**src/rtl/cal_pkg.sv**
```systemverilog
// Shared constants and BCD helpers for the calendar core.
// Assumes all fields are 8-bit BCD bytes addressed by a 3-bit index.
package cal_pkg;
    localparam int unsigned DATA_W = 8;
    localparam int unsigned ADDR_W = 3;
    localparam int unsigned REG_N  = 1 << ADDR_W;

    typedef enum logic [ADDR_W-1:0] {
        IDX_HUND  = 3'd0,
        IDX_SEC   = 3'd1,
        IDX_MIN   = 3'd2,
        IDX_HOUR  = 3'd3,
        IDX_DAY   = 3'd4,
        IDX_DATE  = 3'd5,
        IDX_MONTH = 3'd6,
        IDX_YEAR  = 3'd7
    } cal_idx_e;

    // Next BCD value of a two-digit byte (no wrap handling).
    function automatic logic [DATA_W-1:0] bcd_inc(input logic [DATA_W-1:0] v);
        if (v[3:0] >= 4'd9) return {v[7:4] + 4'd1, 4'd0};
        return v + 8'd1;
    endfunction

    // Live-bit mask of each register.
    function automatic logic [DATA_W-1:0] reg_mask(input logic [ADDR_W-1:0] a);
        case (a)
            IDX_SEC, IDX_MIN: return 8'h7F;
            IDX_HOUR:         return 8'hBF;
            IDX_DAY:          return 8'h37;
            IDX_DATE:         return 8'h3F;
            IDX_MONTH:        return 8'h1F;
            default:          return 8'hFF;
        endcase
    endfunction

    // BCD year divisible by four: even tens with 0/4/8, odd tens with 2/6.
    function automatic logic bcd_leap(input logic [DATA_W-1:0] y);
        if (!y[4]) return (y[3:0] == 4'd0) || (y[3:0] == 4'd4) || (y[3:0] == 4'd8);
        return (y[3:0] == 4'd2) || (y[3:0] == 4'd6);
    endfunction

    // Last date of a BCD month in a BCD year.
    function automatic logic [DATA_W-1:0] month_len(input logic [DATA_W-1:0] m,
                                                    input logic [DATA_W-1:0] y);
        case (m)
            8'h02:                      return bcd_leap(y) ? 8'h29 : 8'h28;
            8'h04, 8'h06, 8'h09, 8'h11: return 8'h30;
            default:                    return 8'h31;
        endcase
    endfunction
endpackage

```
**src/rtl/cal_wrap_ctr.sv**
```systemverilog
// Two-digit BCD counter that wraps from a runtime limit to a fixed low value.
// Assumes load and step are never both wanted; load wins if they are.
module cal_wrap_ctr
    import cal_pkg::*;
#(
    parameter logic [DATA_W-1:0] LO  = 8'h00,
    parameter logic [DATA_W-1:0] RST = 8'h00
) (
    input  logic              clk,
    input  logic              rst_n,
    input  logic              step,
    input  logic              ld,
    input  logic [DATA_W-1:0] ld_val,
    input  logic [DATA_W-1:0] hi,
    output logic [DATA_W-1:0] val,
    output logic              carry
);
    logic [DATA_W-1:0] val_q;

    // Holds the count: reset, load, or BCD step with wrap.
    always_ff @(posedge clk) begin
        if (!rst_n)     val_q <= RST;
        else if (ld)    val_q <= ld_val;
        else if (step)  val_q <= (val_q == hi) ? LO : bcd_inc(val_q);
    end

    assign val   = val_q;
    assign carry = step && (val_q == hi);

    AST_WRAP_TO_LOW: assert property (@(posedge clk) disable iff (!rst_n)
        (step && !ld && val_q == hi) |=> (val_q == LO));
endmodule

```
**src/rtl/cal_hour_ctr.sv**
```systemverilog
// Hours byte counter: bit 7 picks 12-hour mode, bit 5 is PM or tens-of-hours bit.
// Assumes the stored value was written in the format of its mode.
module cal_hour_ctr
    import cal_pkg::*;
(
    input  logic              clk,
    input  logic              rst_n,
    input  logic              step,
    input  logic              ld,
    input  logic [DATA_W-1:0] ld_val,
    output logic [DATA_W-1:0] val,
    output logic              day_carry
);
    logic [DATA_W-1:0] hr_q;
    logic [DATA_W-1:0] nxt;
    logic              wrap;

    // Computes the next hours byte and whether a new day starts.
    always_comb begin
        nxt  = hr_q;
        wrap = 1'b0;
        if (hr_q[7]) begin
            if (hr_q[4:0] == 5'h11) begin
                nxt[4:0] = 5'h12;
                nxt[5]   = ~hr_q[5];
                wrap     = hr_q[5];
            end else if (hr_q[4:0] == 5'h12) begin
                nxt[4:0] = 5'h01;
            end else begin
                nxt[4:0] = bcd_inc({3'b000, hr_q[4:0]})[4:0];
            end
        end else begin
            if (hr_q[5:0] == 6'h23) begin
                nxt[5:0] = 6'h00;
                wrap     = 1'b1;
            end else begin
                nxt[5:0] = bcd_inc({2'b00, hr_q[5:0]})[5:0];
            end
        end
    end

    // Holds the hours byte.
    always_ff @(posedge clk) begin
        if (!rst_n)     hr_q <= '0;
        else if (ld)    hr_q <= ld_val;
        else if (step)  hr_q <= nxt;
    end

    assign val       = hr_q;
    assign day_carry = step && wrap;

    AST_PM_FLIP: assert property (@(posedge clk) disable iff (!rst_n)
        (step && !ld && hr_q[7] && hr_q[4:0] == 5'h11) |=> (hr_q[5] != $past(hr_q[5])));
    AST_DAY_WRAP_24: assert property (@(posedge clk) disable iff (!rst_n)
        (step && !ld && !hr_q[7] && hr_q[5:0] == 6'h23) |=> (hr_q[5:0] == 6'h00));
endmodule

```
**src/rtl/cal_timekeeper.sv**
```systemverilog
// Calendar core: eight BCD registers advanced by a 100 Hz tick, byte write/read ports.
// Assumes tick is a one-cycle pulse; a write in the same cycle discards the tick.
module cal_timekeeper
    import cal_pkg::*;
(
    input  logic              clk,
    input  logic              rst_n,
    input  logic              tick,
    input  logic              wr_en,
    input  logic [ADDR_W-1:0] wr_addr,
    input  logic [DATA_W-1:0] wr_data,
    input  logic [ADDR_W-1:0] rd_addr,
    output logic [DATA_W-1:0] rd_data,
    input  logic              ext_rst_n,
    output logic              xfer_abort
);
    logic [REG_N-1:0]  ld;
    logic [DATA_W-1:0] ld_val;
    logic [DATA_W-1:0] regs [REG_N];
    logic [DATA_W-1:0] day_q;
    logic              run;
    logic              c_hund, c_sec, c_min, c_day, c_date, c_month, c_year;

    assign ld_val = wr_data & reg_mask(wr_addr);
    assign run    = tick && !day_q[5] && !wr_en;

    // One load strobe per register index.
    for (genvar i = 0; i < REG_N; i++) begin : g_ld
        assign ld[i] = wr_en && (wr_addr == ADDR_W'(i));
    end

    cal_wrap_ctr #(.LO(8'h00), .RST(8'h00)) u_hund (
        .clk(clk), .rst_n(rst_n), .step(run), .ld(ld[IDX_HUND]), .ld_val(ld_val),
        .hi(8'h99), .val(regs[IDX_HUND]), .carry(c_hund));
    cal_wrap_ctr #(.LO(8'h00), .RST(8'h00)) u_sec (
        .clk(clk), .rst_n(rst_n), .step(c_hund), .ld(ld[IDX_SEC]), .ld_val(ld_val),
        .hi(8'h59), .val(regs[IDX_SEC]), .carry(c_sec));
    cal_wrap_ctr #(.LO(8'h00), .RST(8'h00)) u_min (
        .clk(clk), .rst_n(rst_n), .step(c_sec), .ld(ld[IDX_MIN]), .ld_val(ld_val),
        .hi(8'h59), .val(regs[IDX_MIN]), .carry(c_min));
    cal_hour_ctr u_hour (
        .clk(clk), .rst_n(rst_n), .step(c_min), .ld(ld[IDX_HOUR]), .ld_val(ld_val),
        .val(regs[IDX_HOUR]), .day_carry(c_day));
    cal_wrap_ctr #(.LO(8'h01), .RST(8'h01)) u_date (
        .clk(clk), .rst_n(rst_n), .step(c_day), .ld(ld[IDX_DATE]), .ld_val(ld_val),
        .hi(month_len(regs[IDX_MONTH], regs[IDX_YEAR])), .val(regs[IDX_DATE]), .carry(c_date));
    cal_wrap_ctr #(.LO(8'h01), .RST(8'h01)) u_month (
        .clk(clk), .rst_n(rst_n), .step(c_date), .ld(ld[IDX_MONTH]), .ld_val(ld_val),
        .hi(8'h12), .val(regs[IDX_MONTH]), .carry(c_month));
    cal_wrap_ctr #(.LO(8'h00), .RST(8'h00)) u_year (
        .clk(clk), .rst_n(rst_n), .step(c_month), .ld(ld[IDX_YEAR]), .ld_val(ld_val),
        .hi(8'h99), .val(regs[IDX_YEAR]), .carry(c_year));

    // Day-of-week counter sharing its byte with the stop and reset-enable bits.
    always_ff @(posedge clk) begin
        if (!rst_n)            day_q <= 8'h31;
        else if (ld[IDX_DAY])  day_q <= ld_val;
        else if (c_day)        day_q[2:0] <= (day_q[2:0] == 3'd7) ? 3'd1 : day_q[2:0] + 3'd1;
    end

    assign regs[IDX_DAY] = day_q;
    assign rd_data       = regs[rd_addr];
    assign xfer_abort    = !ext_rst_n && !day_q[4];

    AST_FROZEN: assert property (@(posedge clk) disable iff (!rst_n)
        (day_q[5] && !wr_en) |=> ($stable(regs[IDX_HUND]) && $stable(regs[IDX_SEC])
                                  && $stable(regs[IDX_HOUR]) && $stable(day_q)
                                  && $stable(regs[IDX_DATE]) && $stable(regs[IDX_YEAR])));
    AST_WRITE_LANDS: assert property (@(posedge clk) disable iff (!rst_n)
        wr_en |=> (regs[$past(wr_addr)] == ($past(wr_data) & reg_mask($past(wr_addr)))));
    AST_TICK_DROPPED: assert property (@(posedge clk) disable iff (!rst_n)
        (wr_en && wr_addr != IDX_HUND) |=> $stable(regs[IDX_HUND]));
    AST_MONTH_STEPS: assert property (@(posedge clk) disable iff (!rst_n)
        c_date |=> !$stable(regs[IDX_MONTH]));
    AST_YEAR_STEPS: assert property (@(posedge clk) disable iff (!rst_n)
        c_year |=> (regs[IDX_YEAR] == 8'h00));
endmodule

```
**config.mk**
```make
export PLATFORM = sky130hd
export DESIGN_NAME = cal_timekeeper
export DESIGN_NICKNAME = d
export VERILOG_FILES = /design/src/rtl/cal_pkg.sv /design/src/rtl/cal_wrap_ctr.sv /design/src/rtl/cal_hour_ctr.sv /design/src/rtl/cal_timekeeper.sv
export SDC_FILE = /design/constraint.sdc
export NUM_CORES = 1
export LEC_CHECK = 0
export BUFFER_PORTS_ARGS = -buffer_cell sky130_fd_sc_hd__buf_2
export CAP_MARGIN = 10
export CELL_PAD_IN_SITES_DETAIL_PLACEMENT = 1
export CELL_PAD_IN_SITES_GLOBAL_PLACEMENT = 2
export CORE_MARGIN = 3
export CORE_UTILIZATION = 28
export DETAILED_ROUTE_END_ITERATION = 6
export GPL_ROUTABILITY_DRIVEN = 0
export GPL_TIMING_DRIVEN = 0
export PLACE_DENSITY_LB_ADDON = 0.05
export SLEW_MARGIN = 40
export SYNTH_ARGS = -nofsm -noshare
export SYNTH_HDL_FRONTEND = slang
export SYNTH_SLANG_ARGS = --single-unit
```
**constraint.sdc**
```tcl
create_clock -name clk -period 3.5 [get_ports clk]
set_clock_uncertainty 0.05 [all_clocks]
set_input_delay 0.175 -clock clk [delete_from_list [all_inputs] [get_ports clk]]
set_output_delay 0.175 -clock clk [all_outputs]
set_load 0.01 [all_outputs]
```
After elaboration in Yosys (flattened, before gate mapping):

Cells that the tools add are included.

* register bits after elaboration: 64
* input bits: 19
* output and inout bits: 9

* add/subtract/negate cells: 17
* reduce and logical (&&, ||, !) cells: 37
* eq/ne operators: 27
* multiplexer cells: 88
* order comparisons: 8
* bitwise gates (word level): 3

Operator list (number)
* two-way mux 8 bit: 33
* adder 8 x 1 -> 8 bit, second input constant: 6
* two-way mux 1 bit: 40
* one-hot mux 8 bit (5 select lines): 1
* >= comparator 4 bit, second input constant: 8
* two-way mux 6 bit: 5
* adder 4 x 1 -> 4 bit, second input constant: 6
* binary-select mux 8 bit (select 3 bit): 1
* two-way mux 5 bit: 4
* logical AND 1 bit: 17
* == test 8 x 3 -> 1 bit, second input constant: 2
* == test 8 x 5 -> 1 bit, second input constant: 2
* == test 8 x 7 -> 1 bit, second input constant: 2
* == test 8 bit, second input constant: 2
* nonzero test 2 bit: 8
* == test 3 bit, second input constant: 5
* == test 5 bit, second input constant: 2
* one-hot mux 5 bit (2 select lines): 1
* two-way mux 3 bit: 3
* bitwise AND 8 bit: 1
* == test 4 x 3 -> 1 bit, second input constant: 2
* == test 8 x 2 -> 1 bit, second input constant: 1
* == test 8 x 4 -> 1 bit, second input constant: 1
* == test 8 x 6 -> 1 bit: 1
* 20 further kinds: 26

Longest topological paths before layout:

Gate-level depths: netlist of the first run.

* depth after elaboration: 18
* depth in mapped cells: 10
* depth with buffers taken out: 8

By module:

From an unflattened synthesis of the first run, not the netlist that was laid out.

* cells, all modules: 656
* area total of the unflattened synthesis: 5765.5 um^2

Modules (own cells, without submodules)
* cal_wrap_ctr at u_hund ...: times used 4, cells an instance 79, area an instance 655.6 um^2
* cal_wrap_ctr at u_date ...: times used 2, cells an instance 81, area an instance 681.9 um^2
* cal_timekeeper: times used 1, cells an instance 103, area an instance 1118.6 um^2
* cal_hour_ctr: times used 1, cells an instance 75, area an instance 660.6 um^2

Worst setup path after synthesis of the first run:

Ideal clock, no wire load.

* kind: reg-to-reg
* start point: register u_month.val_q[2] (netlist: u_month.val[2])
* end point: register u_date.val_q[1] (netlist: u_date.val[1])
* path buffers: 2
* stages on the path, launching flop included: 9
* setup time: 0.070 ns
* setup slack: 0.991 ns
* clock period less this slack: 2.509 ns
* arrival time: 2.388 ns
* cell sequence: dfxtp_1 > or4_1 > clkbuf_2 > o211a_1 > a311o_1 > o22a_1 > buf_6 > a2111o_1 > a21oi_1

* word-level cells in the longest chain between the ends: 7

RTL lines
* start, declared: line cal_wrap_ctr.sv:18 `logic [DATA_W-1:0] val_q;`
* start signal, assigned: line cal_wrap_ctr.sv:23 `else if (ld) val_q <= ld_val;`
* start signal, assigned: line cal_wrap_ctr.sv:24 `else if (step) val_q <= (val_q == hi) ? LO : bcd_inc(val_q);`
* == test 8 x 3 -> 1 bit, or another cell as far along: line cal_pkg.sv:46 `case (m)`
* OR reduction 4 bit: line cal_pkg.sv:46
* one-hot mux 5 bit (2 select lines) *: line cal_pkg.sv:46
* == test 8 x 6 -> 1 bit *: line cal_wrap_ctr.sv:24
* two-way mux 8 bit * (2 in series): line cal_wrap_ctr.sv:24
* two-way mux 8 bit *: line cal_wrap_ctr.sv:23
* end signal, assigned: line cal_wrap_ctr.sv:23
* end signal, assigned: line cal_wrap_ctr.sv:24
* end, declared: line cal_wrap_ctr.sv:18

Mark *: on every way between the ends. The rest lies on a longest branch, timed or not. The select of a mux whose other input is x is not followed.
A chain may end at the register's enable or synchronous reset.

Worst setup path in the final report of the first run:

* start point: register u_sec.val_q[0] (netlist: u_sec.val[0])
* end point: register u_month.val_q[2] (netlist: u_month.val[2])

* word-level cells in the longest chain between the ends: 6

RTL lines
* start, declared: line cal_wrap_ctr.sv:18
* start signal, assigned: line cal_wrap_ctr.sv:23
* start signal, assigned: line cal_wrap_ctr.sv:24
* == test 8 x 7 -> 1 bit: line cal_wrap_ctr.sv:28 `assign carry = step && (val_q == hi);`
* logical AND 1 bit (2 in series): line cal_wrap_ctr.sv:28
* logical AND 1 bit: line cal_hour_ctr.sv:50 `assign day_carry = step && wrap;`
* logical AND 1 bit: line cal_wrap_ctr.sv:28
* nonzero test 2 bit (no line)

Every way passes these cells.

==> impl_summary.txt, run 1 <==
----------------------------------------------------
[Worst setup path]
  Worst R2R Start ... u_sec.val[0]
  Worst path arrival time ... between 3 and 4 ns
  Element type at the critical path end ... register
  Timing endpoint of the critical path ... u_month.val[2]
  Cell-by-cell listing of the critical path ... ha_1, nand4_1, nor4_4, and4_1, buf_2, buf_1, nand3_1, o41ai_1, o21a_1
  Class of the most critical setup path ... reg -> reg
  Endpoint of the worst-slack reg-to-reg timing path ... u_month.val[2]
  Slowest-stage cell, CP ... sky130_fd_sc_hd__nor4_4
  Reg2reg setup slack ... slightly below 0.3 ns
  Worst-case reg-to-reg path depth ... 9
  Max incr delay on CP ... 0.50 ns
  CP Launch Point ... u_sec.val[0]
  Required time at the endpoint of the critical path ... between 3 and 4 ns
  Setup crit start kind ... register
  Maximum net fanout on the critical path ... 10

[Outcome]
  Result of the run ... finished clean

[Routing]
  Total length of routed wires ... 21240 um
  Routed Antenna Nets ... 0
  Avg Vias per Cell ... between 5 and 6
  Overall via count from detail_route ... a little over 5k
  Drt first pass iters ... 5
  Wire length per cell after detailed routing ... about 24 um
  Remaining DRCs ... 0
  Initial detailed-routing violation count ... roughly 380

[Timing]
  Final-report setup violation count ... 0
  Fin. max-slew vios ... 0
  RSZ-0062 raised after global routing ... false
  Sum of negative setup slack ... 0 ns
  Max Clock Freq ... around 310 MHz
  Final critical-path required period ... 3.212 ns
  Period Utilization, post-route ... between 90% and 100%
  Final worst setup slack ... a little under 0.3 ns
  Tightest Pin Transition ... between 0.8 and 0.9 ns
  Rel. slew slack ... ~44%
  Final hold violation count ... 0

[Placed design]
  Cell count after placement ... approximately 850
  Worst setup slack before clock tree synthesis ... 0.3249 ns
  Quantity of I/O buffers inserted on ports ... 21
  DP HPWL ... 15990 um

[Floorplanning]
  Die extent in x ... 139.6 um
  Number of top-level pins ... 28
  Initial cell density of the core ... about 29%
  Die area ... around 20000 um2
  Area of the core region ... between 15000 and 20000 um2
  Number of placement rows ... 48
  Overall die height ... ~140 um

[Clock network]
  Number of setup buffers added after CTS ... 0
  Num CTS Buffers ... 9
  Number of resized instances in the post-cts repair step ... 0
  H-Tree Depth ... 3
  CTS Hold Bufs ... 0
  Maximum buffer depth of the clock tree ... 2
  Clock transition time at the flip-flop clock pins of the worst setup and hold paths ... roughly 0.060 ns
  Clock tree from TritonCTS ... built
  Insertion delay to the later sink of the worst-skew pair ... between 0.3 and 0.4 ns
  CTS Root Cell ... sky130_fd_sc_hd__clkbuf_16
  Clock Sink Count ... 64

[Cells and area]
  Non-Filler Instances ... slightly below 900
  Net count, final ... between 600 and 700
  Area growth from synthesis to layout ... 13.46%
  Sequential Area ... ~1300 um2
  Layout cell share with drive strength beyond 1 ... 12.75%
  Share of the core filled with cells in the final layout ... approximately 33%
  Number of antenna repair diodes ... 0
  Layout fillers ... 2124
  Footprint of the multi-input gates ... 3453 um2

[Synth]
  Area contributors post-synth ... sky130_fd_sc_hd__dfxtp_1 26%, sky130_fd_sc_hd__ha_1 10%, sky130_fd_sc_hd__mux4_2 7.2%, sky130_fd_sc_hd__nor2_1 4.1%, sky130_fd_sc_hd__o21ai_0 3.9%
  Synthesized instance count ... around 610
  Synth unique cells ... 70
  Portion of synthesized cell area occupied by the leading cell type ... around a quarter
  Library cell with the largest summed area after synthesis ... sky130_fd_sc_hd__dfxtp_1
  Syn_nets ... 665
  Cell area after synthesis ... between 5000 and 6000 um2
  FFs w/ async S/R, synth ... 0%
  Post-synthesis average cell area ... between 8 and 9 um2
  Total number of yosys warnings ... 0
  Number of enable flip-flop cells after synthesis ... 0
  Leading cell type by number of instances after synthesis ... sky130_fd_sc_hd__dfxtp_1
  Yosys reg bits ... between 60 and 70
  Top cells by count, synth ... 64 x sky130_fd_sc_hd__dfxtp_1, 55 x sky130_fd_sc_hd__nor2_1, 45 x sky130_fd_sc_hd__nand2_1
  Commonest register cell after synthesis ... sky130_fd_sc_hd__dfxtp_1
  Proportion of synthesized chip area in sequential cells ... about a quarter

[Global route]
  Number of antenna violations at the first check in global routing ... 0
  Vias in the first global route ... ~5k
  Gr ovfl total ... 0
  Maximum number of pins on one net before global-route repair ... 11
  Total GRT Usage ... a little over a fifth
  Wire length of the first global-routing pass ... 32170 um

[Pwr]
  Worst vdd rail ir drop ... between 200 and 250 uV
  Power density normalized to cell area ... ~340 nW/um2
  Static Leakage ... about 2.1 nW
  Total Power ... approximately 1.9 mW

[Run]
  Max-cap viol count ... 0

[Worst hold path]
  Path category of the worst min-delay check ... in -> reg

----------------------------------------------------
==> critical path, delay by kind of cell, from the launching register on <==
| kind | cells | cell delay, ns |
|---|---|---|
| AO/OA/AOI/OAI | 2 | 0.44 |
| adder cells (fa/ha/maj) | 1 | 0.29 |
| buffers and inverters | 2 | 0.76 |
| flip-flops | 1 | 0.47 |
| AND/OR/NAND/NOR | 4 | 1.15 |
==> cell usage in the layout (no fill, tap or decap), types with 11 or more instances in the layout <==
| master | netlist | routed |
|---|---|---|
| sky130_fd_sc_hd__buf_2 | 5 | 26 |
| sky130_fd_sc_hd__and3_1 | 15 | 15 |
| sky130_fd_sc_hd__nor2_1 | 55 | 55 |
| sky130_fd_sc_hd__a21oi_1 | 29 | 29 |
| sky130_fd_sc_hd__mux4_2 | 16 | 16 |
| sky130_fd_sc_hd__nand3_1 | 23 | 23 |
| sky130_fd_sc_hd__nor3_1 | 24 | 24 |
| sky130_fd_sc_hd__inv_1 | 33 | 33 |
| sky130_fd_sc_hd__dfxtp_1 | 64 | 64 |
| sky130_fd_sc_hd__clkbuf_1 | 27 | 28 |
| sky130_fd_sc_hd__o21ai_0 | 39 | 38 |
| sky130_fd_sc_hd__a211oi_1 | 11 | 11 |
| sky130_fd_sc_hd__nand2_1 | 45 | 45 |
| sky130_fd_sc_hd__ha_1 | 41 | 41 |
==> metal layers <==
metal / global-route usage, % / up-vias / part of all wire, % / routed length (um)
li1: - / 2356 / - / -
met1: 32.38 / 2612 / 49 / 10510
met2: 32.95 / 112 / 45 / 9506
met3: 4.089 / 18 / 4.9 / 1031
met4: 3.672 / 0 / 0.90 / 191
met5: 0 / - / 0 / 0
==> kinds of logic after synthesis <==
group / after synthesis / share of synthesized area, %
muxes: 30 / 10.26
buffers and inverters: 69 / 5.479
adders and majority gates: 41 / 10.26
DFF: 64 / 25.62
xor gates and xnor gates: 6 / 1.051
AOI/OAI and AO/OA: 161 / 22.17
and+or+nand+nor: 234 / 25.17
==> worst min-delay path by stage <==
stage	cells after the start	start	to
after floorplan	2	wr_data[4]	day_q[4]
after global placement	3	wr_data[3]	u_hund.val[3]
after detailed placement	1	day_q[3]	day_q[3]
after CTS	3	wr_data[3]	u_hund.val[3]
after global routing	3	wr_data[3]	u_hund.val[3]
final	3	wr_data[3]	u_hund.val[3]
==> sequential cells by signal, summed over array words and instances (netlist names) <==
register	flops
u_month.val	8
u_date.val	8
u_hour.val	8
u_hund.val	8
day_q	8
u_min.val	8
u_year.val	8
u_sec.val	8
==> where the power goes <==
part           total [mW]  switching [mW]  internal (mW)
Clock               0.860           0.365          0.495
Sequential          0.787          0.0387          0.748
Combinational       0.257           0.165         0.0914
==> metrics by stage <==
step	cell area, um2	hold slack [ns]
2_1_floorplan	5001	0.2492
3_3_place_gp	5388	0.4083
3_5_place_dp	5404	0.4192
4_1_cts	5670	0.07753
5_1_grt	5674	0.08858
6_report	5674	0.09227
==> final cells by class <==
| cell class | count | share of cell area (%) |
|---|---|---|
| repair buffers | 22 | 2.051 |
| plain buffers | 36 | 2.668 |
| well taps | 225 | 4.961 |
| flip-flops and latches | 64 | 22.58 |
| clock inverters | 4 | 0.3528 |
| multi-input cells | 472 | 60.86 |
| clock buffers | 12 | 4.344 |
| inverters | 33 | 2.183 |
(Power assumes the default switching activity.)
==> inputs of run 2 (changes only) <==
Settings changed: SYNTH_HIERARCHICAL from default to 1.
==> run 2 against run 1 <==
Net effect: global-route usage decreased by 1.3 points; die area increased by 15%; core utilization increased by 4.1 points; sequential power increased by 8.8%; synthesized area increased by 15%.
==> impl_summary.txt, run 2 <==
----------------------------------------------------
[Clock network]
  CTS Root Cell ... sky130_fd_sc_hd__clkbuf_16 (unchanged)
  Maximum buffer depth of the clock tree ... 2 (unchanged)
  Num CTS Buffers ... 9 (unchanged)
  CTS Hold Bufs ... 0 (unchanged)
  Clock tree from TritonCTS ... built (unchanged)
  Clock transition time at the flip-flop clock pins of the worst setup and hold paths ... 0.06 ns (about the same)
  Insertion delay to the later sink of the worst-skew pair ... 0.34 ns (about the same)
  H-Tree Depth ... 3 (unchanged)
  Clock Sink Count ... 64 (unchanged)

[Cells and area]
  Area growth from synthesis to layout ... 26.30% (was 13.46%)
  Layout fillers ... 2355 (was 2124)
  Post-route design area ... 7276 um2 (was 5674 um2)
  Most common cell after layout, fill and taps aside ... sky130_fd_sc_hd__dfxtp_1 (unchanged)
  Net count, final ... 825 (was 698)
  Non-Filler Instances ... 1045 (was 868)
  Layout cell share with drive strength beyond 1 ... 25.13% (was 12.75%)
  Share of the core filled with cells in the final layout ... 36.66% (was 32.58%)
  Top library cells by usage in the layout, fill and taps aside ... 52 x sky130_fd_sc_hd__dfxtp_1, 50 x sky130_fd_sc_hd__inv_1, 49 x sky130_fd_sc_hd__buf_4, 47 x sky130_fd_sc_hd__a21oi_1, 45 x sky130_fd_sc_hd__conb_1 (was 64 x sky130_fd_sc_hd__dfxtp_1, 55 x sky130_fd_sc_hd__nor2_1, 45 x sky130_fd_sc_hd__nand2_1, 41 x sky130_fd_sc_hd__ha_1, 38 x sky130_fd_sc_hd__o21ai_0)
  Number of antenna repair diodes ... 0 (unchanged)

[Floorplanning]
  Area of the core region ... 19850 um2 (was 17420 um2)
  Overall die height ... 149.4 um (was 139.6 um)
  Number of top-level pins ... 28 (unchanged)
  Die area ... 22330 um2 (was 19500 um2)
  Initial cell density of the core ... 29.03% (was 28.71%)
  Die extent in x ... 149.4 um (was 139.6 um)
  Number of placement rows ... 51 (was 48)

[Routing]
  Wire length per cell after detailed routing ... 21.27 um (was 24.47 um)
  Remaining DRCs ... 0 (unchanged)
  Routed Antenna Nets ... 0 (unchanged)
  Avg Vias per Cell ... 5.366 (was 5.873)
  Drt first pass iters ... 4 (was 5)
  Total length of routed wires ... 22220 um (was 21240 um)
  Initial detailed-routing violation count ... 196 (was 376)
  Overall via count from detail_route ... 5607 (was 5098)

[Worst hold path]
  Path category of the worst min-delay check ... in -> reg (unchanged)

[Pwr]
  Power density normalized to cell area ... 307.6 nW/um2 (was 335.5 nW/um2)
  Static Leakage ... 3.058 nW (was 2.081 nW)
  Worst vdd rail ir drop ... 237.3 uV (was 241.4 uV)

[Timing]
  Rel. slew slack ... 51.25% (was 44.34%)
  Final critical-path required period ... 3.472 ns (was 3.212 ns)
  Max Clock Freq ... 288.0 MHz (was 311.4 MHz)
  Sum of negative setup slack ... 0 ns (unchanged)
  Period Utilization, post-route ... 99.20% (was 91.76%)
  Tightest Pin Transition ... 0.7280 ns (was 0.8348 ns)
  Fin. max-slew vios ... 0 (unchanged)
  Final worst setup slack ... 0.02801 ns (was 0.2883 ns)
  Final hold violation count ... 0 (unchanged)
  Final-report setup violation count ... 0 (unchanged)
  RSZ-0062 raised after global routing ... true (was false)

[Placed design]
  DP HPWL ... 15650 um (was 15990 um)
  Worst setup slack before clock tree synthesis ... -1.586 ns (was 0.3249 ns)
  Placed standard-cell area ... 6435 um2 (was 5404 um2)
  Quantity of I/O buffers inserted on ports ... 21 (unchanged)
  Cell count after placement ... 984 (was 852)

[Global route]
  Total GRT Usage ... 20.33% (was 21.68%)
  Number of antenna violations at the first check in global routing ... 0 (unchanged)
  Wire length of the first global-routing pass ... 34770 um (was 32170 um)
  Maximum number of pins on one net before global-route repair ... 38 (was 11)
  Vias in the first global route ... 5874 (was 5006)
  Gr ovfl total ... 0 (unchanged)

[Outcome]
  Result of the run ... finished clean (unchanged)

[Worst setup path]
  Setup crit start kind ... register (unchanged)
  Required time at the endpoint of the critical path ... 3.67 ns (was 3.74 ns)
  Worst path arrival time ... 3.64 ns (was 3.45 ns)
  Class of the most critical setup path ... reg -> reg (unchanged)
  Maximum net fanout on the critical path ... 6 (was 10)
  Element type at the critical path end ... register (unchanged)

[Run]
  Max-cap viol count ... 0 (unchanged)

[Synth]
  Post-synthesis average cell area ... 8.795 um2 (was 8.266 um2)
  Cell area after synthesis ... 5761 um2 (was 5001 um2)
  Total number of yosys warnings ... 6 (was 0)
  Synthesized instance count ... 655 (was 605)

----------------------------------------------------
-- run 2: timing repair --
item                       4_1_cts  5_1_grt
pin swaps                        8       11
setup endpoints to repair       27       21
resized for setup               26       27
cloned                           0        0
setup buffers                   36       11
-- run 2: layout make-up --
type	count	area (um2)	share of cell area [%]
Inverter	59	239.0	3.285
Sequential cell	64	1316	18.09
Multi-Input combinational cell	542	4436	60.96
Buffer	32	211.5	2.906
Tap cell	265	331.6	4.557
Clock inverter	4	45.04	0.6191
Clock buffer	12	236.5	3.250
Timing Repair Buffer	67	460.4	6.328
-- run 2: metrics by stage --
step | hold slack [ns] | power, mW
global placement | 0.4111 | 1.300
detailed placement | 0.4135 | 1.312
global route | 0.1648 | 2.356
CTS | 0.1281 | 2.251
finish | 0.1409 | 2.238
floorplan | 0.1869 | 1.153
-- run 2: path summary, 6_finish.rpt --
check,from,end,slack (ns),cells after the start
worst min-delay path,wr_data[5],day_q[5],0.14,3
worst min register to register,day_q[7],day_q[7],0.43,1
worst max-delay path,u_hund/val[1],u_hund/val[6],0.03,21
worst max register to register,u_hund/val[1],u_hund/val[6],0.03,21
-- run 2: metal layers --
metal / vias to the layer above / wire, um / track usage (%)
met5: - / 0 / 0
met4: 0 / 201 / 4.714
met3: 12 / 585 / 2.756
met2: 67 / 10480 / 33.46
met1: 2862 / 10950 / 28.36
li1: 2666 / - / -
-- run 2: critical path, cell delays in order, from the launching register on --
cell and delay [ns]:
sky130_fd_sc_hd__dfxtp_4 0.35, sky130_fd_sc_hd__xnor2_2 0.16, sky130_fd_sc_hd__nand4_1 0.20, sky130_fd_sc_hd__buf_4 0.19, sky130_fd_sc_hd__buf_4 0.13, sky130_fd_sc_hd__buf_4 0.12, sky130_fd_sc_hd__buf_4 0.12, sky130_fd_sc_hd__buf_4 0.12
sky130_fd_sc_hd__buf_4 0.12, sky130_fd_sc_hd__buf_4 0.12, sky130_fd_sc_hd__buf_4 0.12, sky130_fd_sc_hd__buf_4 0.13, sky130_fd_sc_hd__buf_4 0.12, sky130_fd_sc_hd__buf_4 0.12, sky130_fd_sc_hd__buf_4 0.12, sky130_fd_sc_hd__buf_4 0.12
sky130_fd_sc_hd__buf_4 0.12, sky130_fd_sc_hd__buf_4 0.12, sky130_fd_sc_hd__buf_4 0.12, sky130_fd_sc_hd__buf_4 0.14, sky130_fd_sc_hd__nor2_2 0.28, sky130_fd_sc_hd__o32ai_1 0.15
-- run 2: where the power goes --
| group | switching, mW | internal [mW] |
|---|---|---|
| combinational | 0.259 | 0.214 |
| sequential | 0.0904 | 0.765 |
| clock | 0.360 | 0.549 |
